==> config.mk <==
export PLATFORM = sky130hd
export DESIGN_NAME = usb_rx_deser
export DESIGN_NICKNAME = d
export VERILOG_FILES = /design/src/rtl/usb_rx_pkg.sv /design/src/rtl/usb_rx_nrzi.sv /design/src/rtl/usb_rx_ctrl.sv /design/src/rtl/usb_rx_shift.sv /design/src/rtl/usb_rx_deser.sv
export SDC_FILE = /design/constraint.sdc
export NUM_CORES = 1
export LEC_CHECK = 0
export ABC_AREA = 0
export BUFFER_PORTS_ARGS = -buffer_cell sky130_fd_sc_hd__buf_4
export CORE_UTILIZATION = 39
export CTS_CLUSTER_DIAMETER = 40
export DETAILED_ROUTE_END_ITERATION = 10
export PLACE_DENSITY = 0.53
export SYNTH_ARGS = -nofsm -noshare
export SYNTH_HDL_FRONTEND = slang
export SYNTH_HIERARCHICAL = 1
export SYNTH_SLANG_ARGS = --single-unit
==> constraint.sdc <==
create_clock -name clk -period 3.82 [get_ports clk]
set_input_delay 0.573 -clock clk [delete_from_list [all_inputs] [get_ports clk]]
set_output_delay 0.573 -clock clk [all_outputs]
set_load 0.05 [all_outputs]
==> src/rtl/usb_rx_pkg.sv <==
package usb_rx_pkg;

  // Line codes: bit 0 = D+, bit 1 = D-
  localparam logic [1:0] LS_SE0 = 2'd0;
  localparam logic [1:0] LS_J   = 2'd1;
  localparam logic [1:0] LS_K   = 2'd2;
  localparam logic [1:0] LS_SE1 = 2'd3;

  typedef enum logic {
    RX_IDLE = 1'b0,
    RX_BUSY = 1'b1
  } rx_state_t;

  // Per-strobe view of the line produced by the NRZI stage
  typedef struct packed {
    logic dbit;     // decoded bit (1 = no change)
    logic jk_pair;  // both current and previous levels are J or K
    logic is_j;
    logic is_k;
    logic se0;
    logic se1;
  } bit_info_t;

endpackage

==> src/rtl/usb_rx_nrzi.sv <==
module usb_rx_nrzi
  import usb_rx_pkg::*;
(
  input  logic       clk,
  input  logic       rst,
  input  logic       bit_en,
  input  logic [1:0] line_in,
  output bit_info_t  info
);

  logic [1:0] prev_q;
  logic       cur_jk;
  logic       prev_jk;

  always_ff @(posedge clk) begin
    if (rst) begin
      prev_q <= LS_J;
    end else if (bit_en) begin
      prev_q <= line_in;
    end
  end

  always_comb begin
    cur_jk       = (line_in == LS_J) || (line_in == LS_K);
    prev_jk      = (prev_q == LS_J) || (prev_q == LS_K);
    info.dbit    = (line_in == prev_q);
    info.jk_pair = cur_jk && prev_jk;
    info.is_j    = (line_in == LS_J);
    info.is_k    = (line_in == LS_K);
    info.se0     = (line_in == LS_SE0);
    info.se1     = (line_in == LS_SE1);
  end

endmodule

==> src/rtl/usb_rx_ctrl.sv <==
module usb_rx_ctrl
  import usb_rx_pkg::*;
#(
  parameter int SYNC_ZEROS = 5,
  parameter int STUFF_RUN  = 6,
  parameter int FS_EOP_SE0 = 2
) (
  input  logic      clk,
  input  logic      rst,
  input  logic      bit_en,
  input  logic      fs_sel,
  input  bit_info_t info,
  output logic      rx_active,
  output logic      rx_error,
  output logic      start,
  output logic      data_stb,
  output logic      data_bit
);

  localparam int ZW = $clog2(SYNC_ZEROS + 1);
  localparam int OW = $clog2(STUFF_RUN + 1);
  localparam int EW = $clog2(FS_EOP_SE0 + 1);
  localparam logic [ZW-1:0] ZMAX = ZW'(SYNC_ZEROS);
  localparam logic [OW-1:0] OMAX = OW'(STUFF_RUN);
  localparam logic [EW-1:0] EMAX = EW'(FS_EOP_SE0);

  rx_state_t       state_q, state_d;
  logic [ZW-1:0]   zero_q, zero_d;
  logic [OW-1:0]   ones_q, ones_d;
  logic [EW-1:0]   se0_q, se0_d;
  logic            err_q, err_d;

  always_comb begin
    state_d  = state_q;
    zero_d   = zero_q;
    ones_d   = ones_q;
    se0_d    = se0_q;
    err_d    = 1'b0;
    start    = 1'b0;
    data_stb = 1'b0;
    data_bit = info.dbit;
    if (bit_en) begin
      case (state_q)
        RX_IDLE: begin
          if (!info.jk_pair) begin
            zero_d = '0;
          end else if (!info.dbit) begin
            if (zero_q < ZMAX) zero_d = zero_q + 1'b1;
          end else if (info.is_k && (zero_q == ZMAX)) begin
            state_d = RX_BUSY;
            ones_d  = OW'(1);
            se0_d   = '0;
            zero_d  = '0;
            start   = 1'b1;
          end else begin
            zero_d = '0;
          end
        end
        RX_BUSY: begin
          if (info.se0) begin
            if (!fs_sel) begin
              state_d = RX_IDLE;
            end else if (se0_q < EMAX) begin
              se0_d = se0_q + 1'b1;
            end
          end else if (se0_q != '0) begin
            state_d = RX_IDLE;
            se0_d   = '0;
            err_d   = !(info.is_j && (se0_q == EMAX));
          end else if (info.se1) begin
            state_d = RX_IDLE;
            err_d   = 1'b1;
          end else if (ones_q == OMAX) begin
            if (info.dbit) begin
              state_d = RX_IDLE;
              err_d   = 1'b1;
            end else begin
              ones_d = '0;
            end
          end else begin
            data_stb = 1'b1;
            ones_d   = info.dbit ? ones_q + 1'b1 : '0;
          end
        end
        default: state_d = RX_IDLE;
      endcase
    end
  end

  always_ff @(posedge clk) begin
    if (rst) begin
      state_q <= RX_IDLE;
      zero_q  <= '0;
      ones_q  <= '0;
      se0_q   <= '0;
      err_q   <= 1'b0;
    end else begin
      state_q <= state_d;
      zero_q  <= zero_d;
      ones_q  <= ones_d;
      se0_q   <= se0_d;
      err_q   <= err_d;
    end
  end

  assign rx_active = (state_q == RX_BUSY);
  assign rx_error  = err_q;

endmodule

==> src/rtl/usb_rx_shift.sv <==
module usb_rx_shift #(
  parameter int DATA_W = 8
) (
  input  logic              clk,
  input  logic              rst,
  input  logic              start,
  input  logic              data_stb,
  input  logic              data_bit,
  output logic              rx_valid,
  output logic [DATA_W-1:0] rx_data
);

  localparam int CW = (DATA_W > 1) ? $clog2(DATA_W) : 1;
  localparam logic [CW-1:0] LAST = CW'(DATA_W - 1);

  logic [DATA_W-1:0] shreg_q;
  logic [DATA_W-1:0] shreg_nx;
  logic [CW-1:0]     cnt_q;
  logic [DATA_W-1:0] data_q;
  logic              valid_q;

  // LSB-first: new bit enters at the top and moves down
  assign shreg_nx = {data_bit, shreg_q[DATA_W-1:1]};

  always_ff @(posedge clk) begin
    if (rst) begin
      shreg_q <= '0;
      cnt_q   <= '0;
      data_q  <= '0;
      valid_q <= 1'b0;
    end else begin
      valid_q <= 1'b0;
      if (start) begin
        cnt_q <= '0;
      end else if (data_stb) begin
        shreg_q <= shreg_nx;
        if (cnt_q == LAST) begin
          cnt_q   <= '0;
          data_q  <= shreg_nx;
          valid_q <= 1'b1;
        end else begin
          cnt_q <= cnt_q + 1'b1;
        end
      end
    end
  end

  assign rx_valid = valid_q;
  assign rx_data  = data_q;

endmodule

==> src/rtl/usb_rx_deser.sv <==
module usb_rx_deser
  import usb_rx_pkg::*;
#(
  parameter int DATA_W     = 8,
  parameter int SYNC_ZEROS = 5,
  parameter int STUFF_RUN  = 6,
  parameter int FS_EOP_SE0 = 2
) (
  input  logic              clk,
  input  logic              rst,
  input  logic              bit_en,
  input  logic [1:0]        line_in,
  input  logic              fs_sel,
  output logic [1:0]        line_state,
  output logic              rx_active,
  output logic              rx_valid,
  output logic [DATA_W-1:0] rx_data,
  output logic              rx_error
);

  bit_info_t  info;
  logic       start;
  logic       data_stb;
  logic       data_bit;
  logic [1:0] line_q;

  always_ff @(posedge clk) begin
    if (rst) line_q <= LS_SE0;
    else     line_q <= line_in;
  end
  assign line_state = line_q;

  usb_rx_nrzi u_nrzi (
    .clk     (clk),
    .rst     (rst),
    .bit_en  (bit_en),
    .line_in (line_in),
    .info    (info)
  );

  usb_rx_ctrl #(
    .SYNC_ZEROS (SYNC_ZEROS),
    .STUFF_RUN  (STUFF_RUN),
    .FS_EOP_SE0 (FS_EOP_SE0)
  ) u_ctrl (
    .clk       (clk),
    .rst       (rst),
    .bit_en    (bit_en),
    .fs_sel    (fs_sel),
    .info      (info),
    .rx_active (rx_active),
    .rx_error  (rx_error),
    .start     (start),
    .data_stb  (data_stb),
    .data_bit  (data_bit)
  );

  usb_rx_shift #(
    .DATA_W (DATA_W)
  ) u_shift (
    .clk      (clk),
    .rst      (rst),
    .start    (start),
    .data_stb (data_stb),
    .data_bit (data_bit),
    .rx_valid (rx_valid),
    .rx_data  (rx_data)
  );

endmodule

==> impl_metrics.xml, run 1 <==
<?xml version="1.0" encoding="UTF-8"?>
<metrics>
  <group name="status">
    <metric name="run_status" unit="">finished clean</metric>
  </group>
  <group name="cts">
    <metric name="cts.clk_slew.worst_paths" unit="ns">0.07</metric>
    <metric name="clock_path_buffers" unit="">2</metric>
    <metric name="clock_insertion_delay_worst_skew" unit="ns">0.28</metric>
    <metric name="cts_hold_repair.buffers" unit="">0</metric>
    <metric name="cts_tree" unit="">yes</metric>
    <metric name="clock_sinks" unit="">33</metric>
    <metric name="ctsResizeCount" unit="">0</metric>
    <metric name="cts_inserted_buffers" unit="">5</metric>
    <metric name="cts_setup_buffers" unit="">0</metric>
    <metric name="number_of_levels_the_h_tree_was_split_into" unit="">2</metric>
    <metric name="clock-root-buffer" unit="">sky130_fd_sc_hd__clkbuf_8</metric>
  </group>
  <group name="yosys">
    <metric name="post_synth_instance_area" unit="sq mm">0.00167</metric>
    <metric name="synthTopCellsByArea" unit="">sky130_fd_sc_hd__dfxtp_1 (40%), sky130_fd_sc_hd__ha_1 (9.0%), sky130_fd_sc_hd__nand2_1 (7.9%), sky130_fd_sc_hd__a21oi_2 (4.2%), sky130_fd_sc_hd__a21oi_1 (3.6%)</metric>
    <metric name="count_of_state_elements_after_synthesis" unit="">33</metric>
    <metric name="yosysWarnings" unit="">6</metric>
    <metric name="ys_top_cells_by_count" unit="">sky130_fd_sc_hd__nand2_1 (35), sky130_fd_sc_hd__dfxtp_1 (33), sky130_fd_sc_hd__a21oi_1 (12), sky130_fd_sc_hd__ha_1 (12), sky130_fd_sc_hd__inv_1 (10)</metric>
    <metric name="synth.yosys.seq_area_share" unit="%">39.5</metric>
    <metric name="synthArstFlopShare" unit="%">0</metric>
    <metric name="synth-edff-count" unit="">0</metric>
    <metric name="netlist.top_cell.by_area" unit="">sky130_fd_sc_hd__dfxtp_1</metric>
    <metric name="syn-instance-count" unit="">185</metric>
    <metric name="syn-mean-instance-area" unit="sq um">9.04</metric>
    <metric name="post-synth-top-area-fraction" unit="%">39.5</metric>
    <metric name="synth_flop_type" unit="">sky130_fd_sc_hd__dfxtp_1</metric>
    <metric name="post_synth_num_cell_types" unit="">50</metric>
    <metric name="synth_nets" unit="">203</metric>
    <metric name="top_count_cell_post_synth" unit="">sky130_fd_sc_hd__nand2_1</metric>
  </group>
  <group name="timing">
    <metric name="rsz0062_at_grt" unit="">no</metric>
    <metric name="final_report_setup_violation_count" unit="">0</metric>
    <metric name="setup_total_negative_slack" unit="ns">0</metric>
    <metric name="maxSlewViolCount" unit="">0</metric>
    <metric name="fin_crit_share" unit="%">63.4</metric>
    <metric name="final_period_minus_worst_setup_slack" unit="ns">2.42</metric>
    <metric name="slew_headroom" unit="%">62.8</metric>
    <metric name="timing_hold_violations_final" unit="">0</metric>
    <metric name="worst-slew-pin-transition" unit="ns">0.558</metric>
    <metric name="skew" unit="ns">0.00929</metric>
    <metric name="achievable-frequency" unit="MHz">413</metric>
  </group>
  <group name="routing">
    <metric name="drt_first_iter_violations" unit="">64</metric>
    <metric name="route.detailed.vias_per_inst" unit="">5.20</metric>
    <metric name="total_via_count_in_the_routed_design" unit="">1321</metric>
    <metric name="routed_wirelength" unit="mm">3.31</metric>
    <metric name="remaining_routing_drc_violations" unit="">0</metric>
    <metric name="detailed_route_wire_length_per_cell" unit="um">13.0</metric>
    <metric name="drt_first_pass_iters" unit="">4</metric>
    <metric name="detail-route-antenna-nets" unit="">0</metric>
  </group>
  <group name="pwr">
    <metric name="leakagePower" unit="nW">0.760</metric>
    <metric name="cellPowerDensity" unit="mW/mm^2">380</metric>
    <metric name="power.ir.vdd_worst" unit="V">0.000133</metric>
  </group>
  <group name="final_layout">
    <metric name="layout.cells.non_filler" unit="">254</metric>
    <metric name="fraction_of_final_layout_cells_with_drive_strength_greater_than_1" unit="%">22.5</metric>
    <metric name="areaGrowthSynthToFinish" unit="%">15.1</metric>
    <metric name="fin_nets" unit="">221</metric>
    <metric name="antennaDiodeCount" unit="">0</metric>
  </group>
  <group name="die">
    <metric name="row_count" unit="">23</metric>
    <metric name="floorplan.die.height" unit="um">67.5</metric>
    <metric name="floorplan.die.width" unit="um">67.5</metric>
    <metric name="coreArea" unit="sq mm">0.00406</metric>
    <metric name="die_outline_area" unit="sq mm">0.00455</metric>
    <metric name="design.portCount" unit="">19</metric>
    <metric name="initial_core_util" unit="%">41.2</metric>
  </group>
  <group name="critical_path">
    <metric name="worstPathArrival" unit="ns">2.63</metric>
    <metric name="cell_count_of_the_worst_reg_to_reg_path" unit="">8</metric>
    <metric name="cp_slowest_stage_delay" unit="ns">0.46</metric>
    <metric name="cp_data_required_time" unit="ns">4.03</metric>
    <metric name="endpoint_kind" unit="">flip-flop</metric>
    <metric name="setup.worst_path.start_class" unit="">primary input</metric>
    <metric name="timing.critical_path.cells" unit="">buf_4 -&gt; ha_1 -&gt; nand2b_1 -&gt; or3_4 -&gt; a21oi_1 -&gt; and3b_1 -&gt; nand2_1 -&gt; a21oi_2</metric>
    <metric name="number_of_cells_on_the_critical_path" unit="">8</metric>
    <metric name="criticalPathCategory" unit="">in -&gt; reg</metric>
    <metric name="crit_fanout" unit="">8</metric>
    <metric name="cp.buffers_inverters" unit="">1</metric>
    <metric name="crit_path_top_delay_cell" unit="">sky130_fd_sc_hd__a21oi_1</metric>
    <metric name="critPathTopFamily" unit="">simple AND/OR/NAND/NOR gates</metric>
  </group>
  <group name="global_route">
    <metric name="grt_pass1_vias" unit="">1302</metric>
    <metric name="grt_max_degree" unit="">34</metric>
    <metric name="grt_antenna_before_repair" unit="">0</metric>
    <metric name="grt_first_pass_wirelength" unit="mm">5.75</metric>
    <metric name="gr_ovfl_total" unit="">0</metric>
    <metric name="globalRouteTotalUtil" unit="%">17.3</metric>
  </group>
  <group name="placed_design">
    <metric name="placedCellCount" unit="">246</metric>
    <metric name="port_buffers" unit="">18</metric>
    <metric name="globalplace.congestion" unit="">0.803</metric>
    <metric name="detailedPlacementHpwl" unit="mm">2.35</metric>
  </group>
  <group name="hold_path">
    <metric name="worstHoldPathCells" unit="">2</metric>
    <metric name="worst_hold_path_type" unit="">reg -&gt; reg</metric>
  </group>
  <group name="run">
    <metric name="maxCapViolations" unit="">0</metric>
  </group>
</metrics>
## stage by stage
step | cell area [sq um] | util, % | worst slack, ns | hold slack [ns] | power, mW
6_report | 1920 | 47.4 | 1.40 | 0.459 | 0.731
5_1_grt | 1920 | 47.4 | 1.26 | 0.483 | 0.762
4_1_cts | 1920 | 47.4 | 1.36 | 0.460 | 0.746
3_5_place_dp | 1810 | 44.6 | 1.06 | 0.450 | 0.403
3_3_place_gp | 1810 | 44.6 | 1.16 | 0.448 | 0.402
2_1_floorplan | 1670 | - | 1.72 | 0.437 | 0.390
## worst paths after layout
path	startpoint	to	slack (ns)
worst max-delay path	line_in[0]	u_shift/rx_data[5]	1.40
worst min-delay path	u_shift/shreg_q[1]	u_shift/shreg_q[1]	0.46
worst max register to register	u_ctrl/se0_q[0]	u_shift/rx_data[5]	1.46
worst min register to register	u_shift/shreg_q[1]	u_shift/shreg_q[1]	0.46
## registers in the layout, summed over array words and instances, names as in the netlist
name and count:
u_shift/rx_data 8, u_shift/shreg_q 7, u_ctrl/ones_q 3, u_ctrl/zero_q 3
u_shift/cnt_q 3, line_state 2, u_ctrl/se0_q 2, u_nrzi/prev_q 2
u_ctrl/rx_active 1, u_ctrl/rx_error 1, u_shift/rx_valid 1
## area by class of cell
cell class / count / area (sq um)
clock buffer: 7 / 86.3
clock inverter: 1 / 30.0
fill: 391 / 2130
inverter: 10 / 37.5
multi-input combinational: 135 / 912
sequential: 33 / 661
tap: 50 / 62.6
timing repair buffer: 18 / 135
## power by group
group	switching [mW]	total, mW	internal [mW]
Clock	0.123	0.335	0.213
Sequential	0.00283	0.350	0.347
Combinational	0.0291	0.0450	0.0160
Total	0.155	0.731	0.576
## cell usage in the layout (no fill, tap or decap), drive strengths merged, types with 2 or more instances in the layout
cell type	n
nor4b	2
buf	18
nand3b	2
nand2b	2
nor2b	4
nand3	2
inv	10
nor2	8
xor2	4
mux2i	3
nand2	37
or3	2
clkbuf	7
nor4	4
o21ai	5
a211oi	2
ha	12
a21oi	20
a211o	2
nor3	7
dfxtp	33
and3	3
## cells by family (layout without fill, tap and decap cells)
logic type / after synthesis / after routing / synth area share [%]
simple gates: 79 / 79 / 26.9
compound gates: 37 / 37 / 14.8
flops: 33 / 33 / 39.5
buf+inv: 17 / 36 / 5.91
fa+ha+maj: 12 / 12 / 8.98
xor+xnor: 4 / 4 / 2.10
mux: 3 / 3 / 1.80
## layer usage
| layer | vias up | wire length, um | GRT usage (%) |
|---|---|---|---|
| met5 | - | 0 | 0 |
| met4 | 0 | 27 | 9.31 |
| met3 | 2 | 118 | 5.41 |
| met2 | 29 | 1730 | 29.2 |
| met1 | 624 | 1440 | 19.0 |
| li1 | 666 | - | - |
## worst min-delay path: cells and delay by family (launching register included)
family	cells	cell delay [ns]
AOI/OAI and AO/OA	1	0.05
DFF	1	0.31
and+or+nand+nor	1	0.05
No activity file was read; power rests on OpenSTA's default activity.
==> inputs of run 2 (changes only) <==
- PLACE_DENSITY: 0.53 -> 0.55
- clock period: 3.82 -> 2 ns (I/O delays scaled with it)
==> run 2 against run 1 <==
Largest power group unchanged. First-iteration DRC count is 19% higher. Die area unchanged. Power is 72% higher. Worst setup slack worse by 1.3 ns. Clock skew decreased by 0.0035 ns. Non-clock buffer count is 9 higher. Critical path type is now reg -> reg. Global-route usage is 0.92 points lower. Utilization rose by 1.1 points. Hold slack lost 0.17 ns. Clock power is 48% higher. Critical path depth up 1. Combinational power up 110%.
==> impl_metrics.xml, run 2 (synthesis gave the netlist of run 1 again) <==
<?xml version="1.0" encoding="UTF-8"?>
<metrics>
  <group name="timing">
    <metric name="post-route-worst-setup-slack" unit="ns">0.113</metric>
    <metric name="final_period_minus_worst_setup_slack" unit="ns">1.89</metric>
    <metric name="achievable-frequency" unit="MHz">530</metric>
    <metric name="slew_headroom" unit="%">73.0</metric>
    <metric name="fin_crit_share" unit="%">94.4</metric>
    <metric name="skew" unit="ns">0.00582</metric>
    <metric name="worst-slew-pin-transition" unit="ns">0.405</metric>
    <metric name="rsz0062_at_grt" unit="">no</metric>
    <metric name="final_report_setup_violation_count" unit="">0</metric>
    <metric name="timing_hold_violations_final" unit="">0</metric>
    <metric name="maxSlewViolCount" unit="">0</metric>
  </group>
  <group name="final_layout">
    <metric name="layout.cells.non_filler" unit="">263</metric>
    <metric name="multiInputGateArea" unit="sq um">917</metric>
    <metric name="finish.instance_area" unit="sq mm">0.00197</metric>
    <metric name="most_common_library_cell_in_the_layout_ignoring_fill_and_taps" unit="">sky130_fd_sc_hd__nand2_1</metric>
    <metric name="antennaDiodeCount" unit="">0</metric>
    <metric name="fraction_of_final_layout_cells_with_drive_strength_greater_than_1" unit="%">28.6</metric>
    <metric name="number_of_flip_flops_under_the_largest_register_name" unit="">8</metric>
    <metric name="areaGrowthSynthToFinish" unit="%">17.7</metric>
    <metric name="layout_common_cells" unit="">sky130_fd_sc_hd__nand2_1 (35), sky130_fd_sc_hd__dfxtp_1 (32), sky130_fd_sc_hd__buf_4 (27), sky130_fd_sc_hd__a21oi_1 (12), sky130_fd_sc_hd__ha_1 (11)</metric>
    <metric name="fin_nets" unit="">230</metric>
    <metric name="fillerInstances" unit="">381</metric>
    <metric name="final_core_util" unit="%">48.5</metric>
    <metric name="seqCellArea" unit="sq um">662</metric>
  </group>
  <group name="global_route">
    <metric name="grt_first_pass_wirelength" unit="mm">5.48</metric>
    <metric name="grt_antenna_before_repair" unit="">0</metric>
    <metric name="grt_pass1_vias" unit="">1279</metric>
    <metric name="globalRouteTotalUtil" unit="%">16.3</metric>
    <metric name="gr_ovfl_total" unit="">0</metric>
    <metric name="grt_max_degree" unit="">34</metric>
  </group>
  <group name="critical_path">
    <metric name="endpoint_kind" unit="">flip-flop</metric>
    <metric name="worstPathArrival" unit="ns">2.05</metric>
    <metric name="setup.worst_path.start_class" unit="">flip-flop</metric>
    <metric name="timing.reg2reg.setup_slack" unit="ns">0.11</metric>
    <metric name="criticalPathCategory" unit="">reg -&gt; reg</metric>
    <metric name="crit_fanout" unit="">7</metric>
    <metric name="cp_data_required_time" unit="ns">2.16</metric>
  </group>
  <group name="routing">
    <metric name="drt_first_iter_violations" unit="">76</metric>
    <metric name="route.detailed.vias_per_inst" unit="">5.03</metric>
    <metric name="detail-route-antenna-nets" unit="">0</metric>
    <metric name="total_via_count_in_the_routed_design" unit="">1322</metric>
    <metric name="remaining_routing_drc_violations" unit="">0</metric>
    <metric name="detailed_route_wire_length_per_cell" unit="um">12.1</metric>
    <metric name="drt_first_pass_iters" unit="">4</metric>
    <metric name="routed_wirelength" unit="mm">3.18</metric>
  </group>
  <group name="die">
    <metric name="initial_core_util" unit="%">41.2</metric>
    <metric name="floorplan.die.height" unit="um">67.5</metric>
    <metric name="coreArea" unit="sq mm">0.00406</metric>
    <metric name="floorplan.die.width" unit="um">67.5</metric>
    <metric name="row_count" unit="">23</metric>
    <metric name="design.portCount" unit="">19</metric>
    <metric name="die_outline_area" unit="sq mm">0.00455</metric>
  </group>
  <group name="status">
    <metric name="run_status" unit="">finished clean</metric>
  </group>
  <group name="cts">
    <metric name="clock_insertion_delay_worst_skew" unit="ns">0.29</metric>
    <metric name="clock_path_buffers" unit="">2</metric>
    <metric name="number_of_levels_the_h_tree_was_split_into" unit="">2</metric>
    <metric name="clock-root-buffer" unit="">sky130_fd_sc_hd__clkbuf_8</metric>
    <metric name="cts_setup_buffers" unit="">0</metric>
    <metric name="cts_tree" unit="">yes</metric>
    <metric name="cts_inserted_buffers" unit="">5</metric>
    <metric name="cts.clk_slew.worst_paths" unit="ns">0.07</metric>
    <metric name="clock_sinks" unit="">33</metric>
  </group>
  <group name="pwr">
    <metric name="leakagePower" unit="nW">0.790</metric>
    <metric name="power.total" unit="mW">1.26</metric>
    <metric name="power.ir.vdd_worst" unit="V">0.000401</metric>
    <metric name="cellPowerDensity" unit="mW/mm^2">640</metric>
  </group>
  <group name="placed_design">
    <metric name="placedCellCount" unit="">255</metric>
    <metric name="port_buffers" unit="">18</metric>
    <metric name="detailedPlacementHpwl" unit="mm">2.24</metric>
    <metric name="detailedPlace.worstSlack" unit="ns">-0.0406</metric>
    <metric name="globalplace.congestion" unit="">0.801</metric>
    <metric name="dpl-instance-area" unit="sq mm">0.00188</metric>
  </group>
  <group name="run">
    <metric name="maxCapViolations" unit="">0</metric>
  </group>
  <group name="hold_path">
    <metric name="worst_hold_path_type" unit="">in -&gt; reg</metric>
  </group>
</metrics>
[run 2: final cells by class]
class | count | area share [%]
multi-input combinational | 135 | 46.6
sequential | 33 | 33.6
timing repair buffer | 27 | 10.3
clock buffer | 5 | 3.50
tap | 50 | 3.18
inverter | 10 | 1.91
clock inverter | 3 | 0.890
[run 2: layer usage]
metal / global-route usage [%] / wire (um) / up-vias
met5: 0 / 0 / -
met4: 9.84 / 78 / 0
met3: 4.05 / 102 / 8
met1: 19.0 / 1500 / 606
met2: 26.7 / 1500 / 25
li1: - / - / 683
[run 2: per-stage QoR]
step	TNS [ns]	hold slack, ns
global placement	-0.197	0.451
CTS	0	0.281
global route	0	0.312
finish	0	0.286
detailed placement	-0.225	0.453
floorplan	0	0.372
[run 2: worst paths after layout]
check | from | to | depth (start not counted)
setup / recovery | u_ctrl/se0_q[1] | u_shift/shreg_q[7] | 9
hold / removal | bit_en | u_ctrl/se0_q[1] | 2
setup reg to reg | u_ctrl/se0_q[1] | u_shift/shreg_q[7] | 9
hold reg to reg | u_shift/shreg_q[1] | u_shift/shreg_q[1] | 2
[run 2: critical path: stages (launching register included)]
cell and delay (ns):
sky130_fd_sc_hd__dfxtp_1 0.34, sky130_fd_sc_hd__inv_1 0.09, sky130_fd_sc_hd__ha_2 0.19, sky130_fd_sc_hd__nand2b_1 0.07, sky130_fd_sc_hd__or3_4 0.37, sky130_fd_sc_hd__a21oi_1 0.12, sky130_fd_sc_hd__buf_4 0.14, sky130_fd_sc_hd__or2b_4 0.30
sky130_fd_sc_hd__nand2_1 0.08, sky130_fd_sc_hd__a21oi_1 0.06
[run 2: report_power, final]
part	switching [mW]	internal (mW)
clock network	0.257	0.240
registers	0.00488	0.663
logic	0.0561	0.0379
[run 2: what timing repair did]
item,CTS,global route
endpoints found under the setup margin,0,10
hold buffers,0,0
resized for setup,0,4
hold endpoints to repair,0,0
==> inputs of run 3 (changes only) <==
- CTS_CLUSTER_DIAMETER: 40 -> 120
- PLACE_DENSITY: 0.55 -> 0.6
==> run 3 against run 2 <==
Die area is the same. Power shrank 2.1%. Largest cell class unchanged. Non-clock buffer count grew 1. Critical endpoint is now u_shift/cnt_q[0]. Fmax grew 1.3%. Clock-buffer cell count grew 1. First-iteration DRC count shrank 37%. Clock power shrank 5.0%. Critical path type unchanged. Global-route usage shrank 0.15 points.
==> impl_metrics.xml, run 3 (synthesis gave the netlist of run 1 again) <==
<?xml version="1.0" encoding="UTF-8"?>
<metrics>
  <group name="status">
    <metric name="run_status" unit="">finished clean</metric>
  </group>
  <group name="routing">
    <metric name="total_via_count_in_the_routed_design" unit="">1331</metric>
    <metric name="drt_first_iter_violations" unit="">48</metric>
    <metric name="route.detailed.vias_per_inst" unit="">5.04</metric>
    <metric name="routed_wirelength" unit="mm">3.09</metric>
    <metric name="drt_first_pass_iters" unit="">4</metric>
    <metric name="detailed_route_wire_length_per_cell" unit="um">11.7</metric>
    <metric name="remaining_routing_drc_violations" unit="">0</metric>
    <metric name="detail-route-antenna-nets" unit="">0</metric>
  </group>
  <group name="pwr">
    <metric name="power.total" unit="mW">1.23</metric>
    <metric name="leakagePower" unit="nW">0.800</metric>
    <metric name="power_frac_clock" unit="%">38.3</metric>
    <metric name="p_switching" unit="mW">0.291</metric>
    <metric name="power.ir.vdd_worst" unit="V">0.000326</metric>
    <metric name="power.sequential.fraction" unit="%">54.2</metric>
    <metric name="netSwitchingFraction" unit="%">23.6</metric>
    <metric name="cellPowerDensity" unit="mW/mm^2">622</metric>
    <metric name="p_int" unit="mW">0.942</metric>
    <metric name="combinationalPowerShare" unit="%">7.5</metric>
  </group>
  <group name="critical_path">
    <metric name="crit_fanout" unit="">5</metric>
    <metric name="criticalPathCategory" unit="">reg -&gt; reg</metric>
    <metric name="endpoint_kind" unit="">flip-flop</metric>
    <metric name="setup.worst_path.start_class" unit="">flip-flop</metric>
    <metric name="timing.reg2reg.setup_slack" unit="ns">0.14</metric>
    <metric name="worstPathArrival" unit="ns">2.06</metric>
    <metric name="cp_data_required_time" unit="ns">2.20</metric>
    <metric name="cell_count_of_the_worst_reg_to_reg_path" unit="">10</metric>
  </group>
  <group name="final_layout">
    <metric name="fillerInstances" unit="">392</metric>
    <metric name="layout_common_cells" unit="">sky130_fd_sc_hd__nand2_1 (35), sky130_fd_sc_hd__dfxtp_1 (31), sky130_fd_sc_hd__buf_4 (28), sky130_fd_sc_hd__a21oi_1 (12), sky130_fd_sc_hd__ha_1 (11)</metric>
    <metric name="multiInputGateArea" unit="sq um">926</metric>
    <metric name="areaGrowthSynthToFinish" unit="%">18.6</metric>
    <metric name="fraction_of_final_layout_cells_with_drive_strength_greater_than_1" unit="%">29.0</metric>
    <metric name="seqCellArea" unit="sq um">663</metric>
    <metric name="most_common_library_cell_in_the_layout_ignoring_fill_and_taps" unit="">sky130_fd_sc_hd__nand2_1</metric>
    <metric name="fin_nets" unit="">231</metric>
    <metric name="antennaDiodeCount" unit="">0</metric>
    <metric name="number_of_flip_flops_under_the_largest_register_name" unit="">8</metric>
    <metric name="layout.cells.non_filler" unit="">264</metric>
  </group>
  <group name="die">
    <metric name="floorplan.die.height" unit="um">67.5</metric>
    <metric name="row_count" unit="">23</metric>
    <metric name="floorplan.die.width" unit="um">67.5</metric>
    <metric name="coreArea" unit="sq mm">0.00406</metric>
    <metric name="die_outline_area" unit="sq mm">0.00455</metric>
    <metric name="design.portCount" unit="">19</metric>
    <metric name="initial_core_util" unit="%">41.2</metric>
  </group>
  <group name="timing">
    <metric name="post-route-worst-setup-slack" unit="ns">0.138</metric>
    <metric name="skew" unit="ns">0.00493</metric>
    <metric name="worst-slew-pin-transition" unit="ns">0.386</metric>
    <metric name="maxSlewViolCount" unit="">0</metric>
    <metric name="fin_crit_share" unit="%">93.1</metric>
    <metric name="final_period_minus_worst_setup_slack" unit="ns">1.86</metric>
    <metric name="slew_headroom" unit="%">74.2</metric>
    <metric name="achievable-frequency" unit="MHz">537</metric>
    <metric name="final_report_setup_violation_count" unit="">0</metric>
    <metric name="timing_hold_violations_final" unit="">0</metric>
    <metric name="rsz0062_at_grt" unit="">no</metric>
  </group>
  <group name="hold_path">
    <metric name="worst_hold_path_type" unit="">in -&gt; reg</metric>
    <metric name="worstHoldPathCells" unit="">2</metric>
  </group>
  <group name="placed_design">
    <metric name="detailedPlace.worstSlack" unit="ns">-0.0703</metric>
    <metric name="detailedPlacementHpwl" unit="mm">2.30</metric>
    <metric name="placedCellCount" unit="">256</metric>
    <metric name="port_buffers" unit="">18</metric>
    <metric name="globalplace.congestion" unit="">0.758</metric>
  </group>
  <group name="run">
    <metric name="maxCapViolations" unit="">0</metric>
  </group>
  <group name="cts">
    <metric name="number_of_levels_the_h_tree_was_split_into" unit="">2</metric>
    <metric name="clock_insertion_delay_worst_skew" unit="ns">0.28</metric>
    <metric name="clock-root-buffer" unit="">sky130_fd_sc_hd__clkbuf_8</metric>
    <metric name="clock_path_buffers" unit="">2</metric>
    <metric name="cts_inserted_buffers" unit="">5</metric>
    <metric name="cts_hold_repair.buffers" unit="">0</metric>
    <metric name="cts.clk_slew.worst_paths" unit="ns">0.07</metric>
    <metric name="clock_sinks" unit="">33</metric>
    <metric name="cts_tree" unit="">yes</metric>
  </group>
  <group name="global_route">
    <metric name="grt_max_degree" unit="">34</metric>
    <metric name="globalRouteTotalUtil" unit="%">16.2</metric>
    <metric name="grt_pass1_vias" unit="">1275</metric>
    <metric name="grt_first_pass_wirelength" unit="mm">5.38</metric>
    <metric name="grt_antenna_before_repair" unit="">0</metric>
    <metric name="gr_ovfl_total" unit="">0</metric>
  </group>
</metrics>
-- run 3: worst max-delay path, stage by stage (launching register included) --
cell and delay (ns):
sky130_fd_sc_hd__dfxtp_1 0.33, sky130_fd_sc_hd__inv_2 0.09, sky130_fd_sc_hd__ha_4 0.14, sky130_fd_sc_hd__nand2b_1 0.06, sky130_fd_sc_hd__or3_4 0.37, sky130_fd_sc_hd__a21oi_1 0.12, sky130_fd_sc_hd__buf_4 0.15, sky130_fd_sc_hd__buf_4 0.13
sky130_fd_sc_hd__nor3b_1 0.20, sky130_fd_sc_hd__a21oi_1 0.06, sky130_fd_sc_hd__nor3_1 0.13
-- run 3: layer usage --
| metal | share of wire [%] | track usage [%] | up-vias |
|---|---|---|---|
| li1 | - | - | 685 |
| met1 | 46 | 17.9 | 618 |
| met2 | 48 | 27.1 | 21 |
| met3 | 3.9 | 5.74 | 7 |
| met4 | 2.4 | 8.24 | 0 |
| met5 | 0 | 0 | - |
-- run 3: power groups by stage --
stage                     registers, mW  logic (mW)  clock network (mW)
after global routing              0.669       0.104               0.520
after CTS                         0.669      0.0934               0.497
after detailed placement          0.683      0.0931                   0
final                             0.669      0.0925               0.472
after floorplan                   0.690      0.0550                   0
after global placement            0.683      0.0921                   0
-- run 3: path summary, 6_finish.rpt --
check | start | endpoint
worst max-delay path | u_ctrl/se0_q[0] | u_shift/cnt_q[0]
worst min-delay path | line_in[0] | u_nrzi/prev_q[0]
worst max register to register | u_ctrl/se0_q[0] | u_shift/cnt_q[0]
worst min register to register | u_shift/shreg_q[1] | u_shift/shreg_q[1]
-- run 3: repair_timing --
item	in CTS	in global routing
buffers inserted	0	0
gates resized for setup	1	5
setup endpoints to repair	4	17
-- run 3: layout make-up --
type | instances | share of cell area [%]
clock buffers | 6 | 3.66
clock inverters | 2 | 0.505
inverters | 10 | 1.89
multi-input cells | 135 | 46.7
flip-flops and latches | 33 | 33.5
well taps | 50 | 3.16
repair buffers | 28 | 10.6
-- run 3: per-stage QoR --
step | instance area (sq um) | hold slack (ns) | TNS [ns] | utilization [%]
6_report | 1980 | 0.267 | 0 | 48.8
5_1_grt | 1980 | 0.276 | 0 | 48.8
4_1_cts | 1970 | 0.257 | 0 | 48.5
3_5_place_dp | 1880 | 0.457 | -0.456 | 46.4
3_3_place_gp | 1880 | 0.448 | -0.234 | 46.4
2_1_floorplan | 1670 | 0.372 | 0 | -
